<file path="src/rtl/posop_pkg.sv">
package posop_pkg;
  typedef enum logic {
    CORR_CLEAR = 1'b0,
    CORR_SET   = 1'b1
  } corr_kind_e;
endpackage

</file>
<file path="src/rtl/posop_ones_count.sv">
module posop_ones_count #(
  parameter int W = 3,
  localparam int CW = $clog2(W + 1)
) (
  input  logic [W-1:0]  vec,
  output logic [CW-1:0] cnt
);
  always_comb begin
    cnt = '0;
    for (int i = 0; i < W; i++) begin
      cnt = cnt + CW'(vec[i]);
    end
  end

  always_comb begin
    AST_COUNT_RANGE: assert (32'(cnt) <= W);
  end
endmodule

</file>
<file path="src/rtl/posop_corr_match.sv">
module posop_corr_match
  import posop_pkg::*;
#(
  parameter int K = 3
) (
  input  logic [K-1:0] lo,
  input  logic [K-1:0] pol,
  input  logic         kind,
  input  logic         en,
  output logic         hit_set,
  output logic         hit_clr
);
  logic [K-1:0] lit;
  logic         match;

  assign lit     = lo ^ pol;
  assign match   = &lit;
  assign hit_set = en & match & (corr_kind_e'(kind) == CORR_SET);
  assign hit_clr = en & match & (corr_kind_e'(kind) == CORR_CLEAR);
endmodule

</file>
<file path="src/rtl/posop_frag.sv">
module posop_frag #(
  parameter int K = 3,
  parameter int H = 2,
  parameter int L = 1,
  localparam int CW   = K + 1,
  localparam int CNTW = $clog2(K + 1)
) (
  input  logic [H-1:0]   x_hi,
  input  logic [K-1:0]   x_lo,
  input  logic [CW-1:0]  code,
  input  logic [H-1:0]   hpol,
  input  logic [L*K-1:0] cpol,
  input  logic [L-1:0]   ckind,
  input  logic [L-1:0]   cen,
  output logic           conj,
  output logic           op_val,
  output logic           any_set,
  output logic           any_clr,
  output logic           frag_val
);
  logic [CNTW-1:0] cnt;
  logic [L-1:0]    set_v;
  logic [L-1:0]    clr_v;

  posop_ones_count #(.W(K)) u_cnt (
    .vec (x_lo),
    .cnt (cnt)
  );

  for (genvar s = 0; s < L; s++) begin : g_slot
    posop_corr_match #(.K(K)) u_match (
      .lo      (x_lo),
      .pol     (cpol[s*K +: K]),
      .kind    (ckind[s]),
      .en      (cen[s]),
      .hit_set (set_v[s]),
      .hit_clr (clr_v[s])
    );
  end

  assign conj     = &(x_hi ^ hpol);
  assign op_val   = code[cnt];
  assign any_set  = |set_v;
  assign any_clr  = |clr_v;
  assign frag_val = conj & (op_val | any_set) & ~any_clr;
endmodule

</file>
<file path="src/rtl/posop_func_eval.sv">
module posop_func_eval #(
  parameter int N_IN   = 5,
  parameter int K_LO   = 3,
  parameter int N_CORR = 1,
  localparam int HB    = N_IN - K_LO,
  localparam int NFRAG = 1 << HB,
  localparam int CWID  = K_LO + 1
) (
  input  logic                        clk,
  input  logic                        rst,
  input  logic [N_IN-1:0]             x_in,
  input  logic [NFRAG*CWID-1:0]       op_code,
  input  logic [NFRAG*HB-1:0]         hi_pol,
  input  logic [NFRAG*N_CORR*K_LO-1:0] corr_pol,
  input  logic [NFRAG*N_CORR-1:0]     corr_kind,
  input  logic [NFRAG*N_CORR-1:0]     corr_en,
  output logic                        f_out
);
  logic [NFRAG-1:0] frag_conj;
  logic [NFRAG-1:0] frag_op;
  logic [NFRAG-1:0] frag_set;
  logic [NFRAG-1:0] frag_clr;
  logic [NFRAG-1:0] frag_val;

  for (genvar f = 0; f < NFRAG; f++) begin : g_frag
    posop_frag #(.K(K_LO), .H(HB), .L(N_CORR)) u_frag (
      .x_hi     (x_in[N_IN-1:K_LO]),
      .x_lo     (x_in[K_LO-1:0]),
      .code     (op_code[f*CWID +: CWID]),
      .hpol     (hi_pol[f*HB +: HB]),
      .cpol     (corr_pol[f*N_CORR*K_LO +: N_CORR*K_LO]),
      .ckind    (corr_kind[f*N_CORR +: N_CORR]),
      .cen      (corr_en[f*N_CORR +: N_CORR]),
      .conj     (frag_conj[f]),
      .op_val   (frag_op[f]),
      .any_set  (frag_set[f]),
      .any_clr  (frag_clr[f]),
      .frag_val (frag_val[f])
    );

    AST_NO_CORR_PASSTHRU: assert property (@(posedge clk) disable iff (rst)
      !(|corr_en[f*N_CORR +: N_CORR]) |-> frag_val[f] == (frag_op[f] & frag_conj[f]));
    AST_SET_FORCES_ONE: assert property (@(posedge clk) disable iff (rst)
      (frag_conj[f] && frag_set[f] && !frag_clr[f]) |-> frag_val[f]);
    AST_CLR_FORCES_ZERO: assert property (@(posedge clk) disable iff (rst)
      frag_clr[f] |-> !frag_val[f]);
  end

  always_ff @(posedge clk) begin
    if (rst) f_out <= 1'b0;
    else     f_out <= |frag_val;
  end

  AST_IDLE_OUT: assert property (@(posedge clk) disable iff (rst)
    !(|frag_conj) |=> !f_out);
  AST_OUT_FOLLOWS: assert property (@(posedge clk) disable iff (rst)
    1'b1 |=> f_out == $past(|frag_val));
endmodule

</file>
<file path="config.mk">
export PLATFORM = sky130hd
export DESIGN_NAME = posop_func_eval
export DESIGN_NICKNAME = d
export VERILOG_FILES = /design/src/rtl/posop_pkg.sv /design/src/rtl/posop_ones_count.sv /design/src/rtl/posop_corr_match.sv /design/src/rtl/posop_frag.sv /design/src/rtl/posop_func_eval.sv
export SDC_FILE = /design/constraint.sdc
export NUM_CORES = 1
export LEC_CHECK = 0
export BUFFER_PORTS_ARGS = -buffer_cell sky130_fd_sc_hd__buf_2
export CORE_AREA = 2 2 39 41
export CTS_BUF_LIST = sky130_fd_sc_hd__clkbuf_16
export DETAILED_ROUTE_END_ITERATION = 7
export DIE_AREA = 0 0 41 43
export PLACE_DENSITY_LB_ADDON = 0.1
export SETUP_SLACK_MARGIN = 0.3
export SYNTH_ARGS = -nofsm -noshare
export SYNTH_HDL_FRONTEND = slang
export SYNTH_SLANG_ARGS = --single-unit
</file>
<file path="constraint.sdc">
create_clock -name clk -period 3.32 [get_ports clk]
set_input_delay 0 -clock clk [delete_from_list [all_inputs] [get_ports clk]]
set_output_delay 0 -clock clk [all_outputs]
set_load 0.05 [all_outputs]
</file>
==> results.sh <==
export IMPL_via_per_inst=4.75
export IMPL_fin_crit_ns=1.91
export IMPL_port_buffers=51
export IMPL_synth_area_leader_cell="xor2_1"
export IMPL_coreArea_um2=1380
export IMPL_cp_start_kind="primary input"
export IMPL_track_usage_pct=13.9
export IMPL_grt_ovfl_total=0
export IMPL_synthArstFlopShare_pct=0
export IMPL_worst_slew_pin_slew_ns=0.247
export IMPL_yosys_top_cells_count="xor2_1 (16), mux2i_1 (4), mux4_1 (4), nand4_1 (4), xnor2_1 (4)"
export IMPL_yosysTopAreaCellShare_pct=33.5
export IMPL_grt_start_max_net_pins=6
export IMPL_met2_length_um=576
export IMPL_switching_power_mw=0.0416
export IMPL_largest_reg_flops=1
export IMPL_setup_tns_ns=0
export IMPL_yosysUniqueCellTypes=10
export IMPL_wirelength_mm=1.18
export IMPL_drive_gt1_share_pct=56.7
export IMPL_fmax_mhz=524
export IMPL_final_nets=144
export IMPL_die_h_um=43
export IMPL_cp_max_fo=5
export IMPL_cp_arrival_ns=1.79
export IMPL_fp_dieArea_um2=1760
export IMPL_yosysMostFrequentCell="xor2_1"
export IMPL_power_density_nw_per_um2=162
export IMPL_path_class="primary input to flop"
export IMPL_ios=52
export IMPL_hold_class="primary input to flop"
export IMPL_met3_length_um=130
export IMPL_swShare_pct=37.1
export IMPL_yosysWarnings=0
export IMPL_area_growth_pct=65.9
export IMPL_synth_area_um2=418
export IMPL_p_seq_share_pct=12.9
export IMPL_synth_main_ff_cell="dfxtp_1"
export IMPL_combPwrFrac_pct=87.1
export IMPL_holdWs_ns=0.160
export IMPL_final_antenna_net_count=0
export IMPL_drtIter0Drc=3
export IMPL_num_rows=14
export IMPL_setup_viol=0
export IMPL_antenna_found_initial=0
export IMPL_hold_violations=0
export IMPL_initial_core_util_pct=30.2
export IMPL_die_w_um=41
export IMPL_n_fill_cell=133
export IMPL_ys_seq_elements=1
export IMPL_clk_pin_slew_worst_paths_ns=0
export IMPL_dp_hpwl_mm=1.06
export IMPL_num_vias=504
export IMPL_p_int_mw=0.0704
export IMPL_vdd_ir_drop_worst_mv=0.0610
export IMPL_grt_pass1_vias=481
export IMPL_antenna_cells=0
export IMPL_grt_first_pass_wirelength_mm=1.80
export IMPL_gp_congestion=0.694
export IMPL_synth_area_per_cell_um2=10.7
export IMPL_synthesis_nets=91
export IMPL_detail_route_wl_per_cell_um=11.1
export IMPL_dr_max_layer_used="met3"
export IMPL_ctsResizeCount=0
export IMPL_crit_required_ns=3.20
export IMPL_synth_edf_count=0
export IMPL_grt_setup_unrepaired="false"
export IMPL_end_kind="flop"
export IMPL_cts_setup_buffers=0
export IMPL_p_leak_nw=0.385
export IMPL_m1WireLength_um=470
export IMPL_top_regs="f_out x1"
export IMPL_drcViolationCount=0
export IMPL_yosysSeqAreaShare_pct=4.79
export IMPL_fin_crit_sh_pct=57.5
export IMPL_cts_hold_buf=0
export IMPL_clockPowerShare_pct=0
export IMPL_status="finished, final reports clean"
export IMPL_synth_cells=39
export IMPL_drv_slew=0
export IMPL_maxSlewHeadroom_pct=83.6
export IMPL_synth_area_leaders="xor2_1 (34%), mux4_1 (25%), mux2i_1 (9.6%)"
export IMPL_dr_pass1_iters=4
export IMPL_maxCapViolCount=0
export IMPL_largest_register="f_out"
[cells by family after synthesis]
group | synth area share, %
AO/OA/AOI/OAI | 5.99
XOR/XNOR | 41.9
adder cells (fa/ha/maj) | 4.79
multiplexers | 34.7
AND/OR/NAND/NOR | 7.78
flip-flops | 4.79
[layer usage]
| layer | up-vias | track usage (%) |
|---|---|---|
| li1 | 255 | - |
| met1 | 222 | 17.8 |
| met2 | 27 | 24.4 |
| met3 | 0 | 2.09 |
| met4 | 0 | 0.667 |
| met5 | - | 0 |
[area by class of cell]
class	count	area [um2]	area share, %
Tap cell	16	20.0	2.89
Sequential cell	1	20.0	2.89
Multi-Input combinational cell	38	398	57.4
Timing Repair Buffer	51	255	36.8
[final timing paths]
path                  slack (ns)  cells past startpoint  endpoint    start
worst min-delay path        0.16                      2     f_out      rst
worst max-delay path        1.41                      6     f_out  x_in[0]
[worst max-delay path, stage by stage]
cell     delay, ns
buf_2         0.15
fa_1          0.67
mux4_1        0.59
mux2i_1       0.15
o32a_1        0.17
a21oi_1       0.06
[cells in the final DEF, fill, tap and decap left out, drive strengths merged]
cell	netlist	routed
fa	1	1
xor2	16	16
nand2	2	2
xnor2	4	4
nand4	4	4
buf	0	51
mux4	4	4
o32a	2	2
mux2i	4	4
dfxtp	1	1
a21oi	1	1
[metrics by stage]
step	utilization (%)	cell area [um2]	instances	total power, mW	setup slack [ns]
after floorplan	-	418	39	0.0698	1.69
after global placement	50.1	693	106	0.112	1.43
after detailed placement	50.1	693	106	0.113	1.41
after CTS	50.1	693	106	0.113	1.40
after global routing	50.1	693	106	0.123	1.26
final	50.1	693	106	0.112	1.41
[power by group through the flow]
stage / clock, mW / combinational (mW) / sequential (mW)
global placement: 0 / 0.0977 / 0.0146
detailed placement: 0 / 0.0983 / 0.0144
floorplan: 0 / 0.0484 / 0.0214
CTS: 0 / 0.0989 / 0.0144
finish: 0 / 0.0976 / 0.0144
global route: 0 / 0.108 / 0.0146
(Power assumes the default switching activity.)
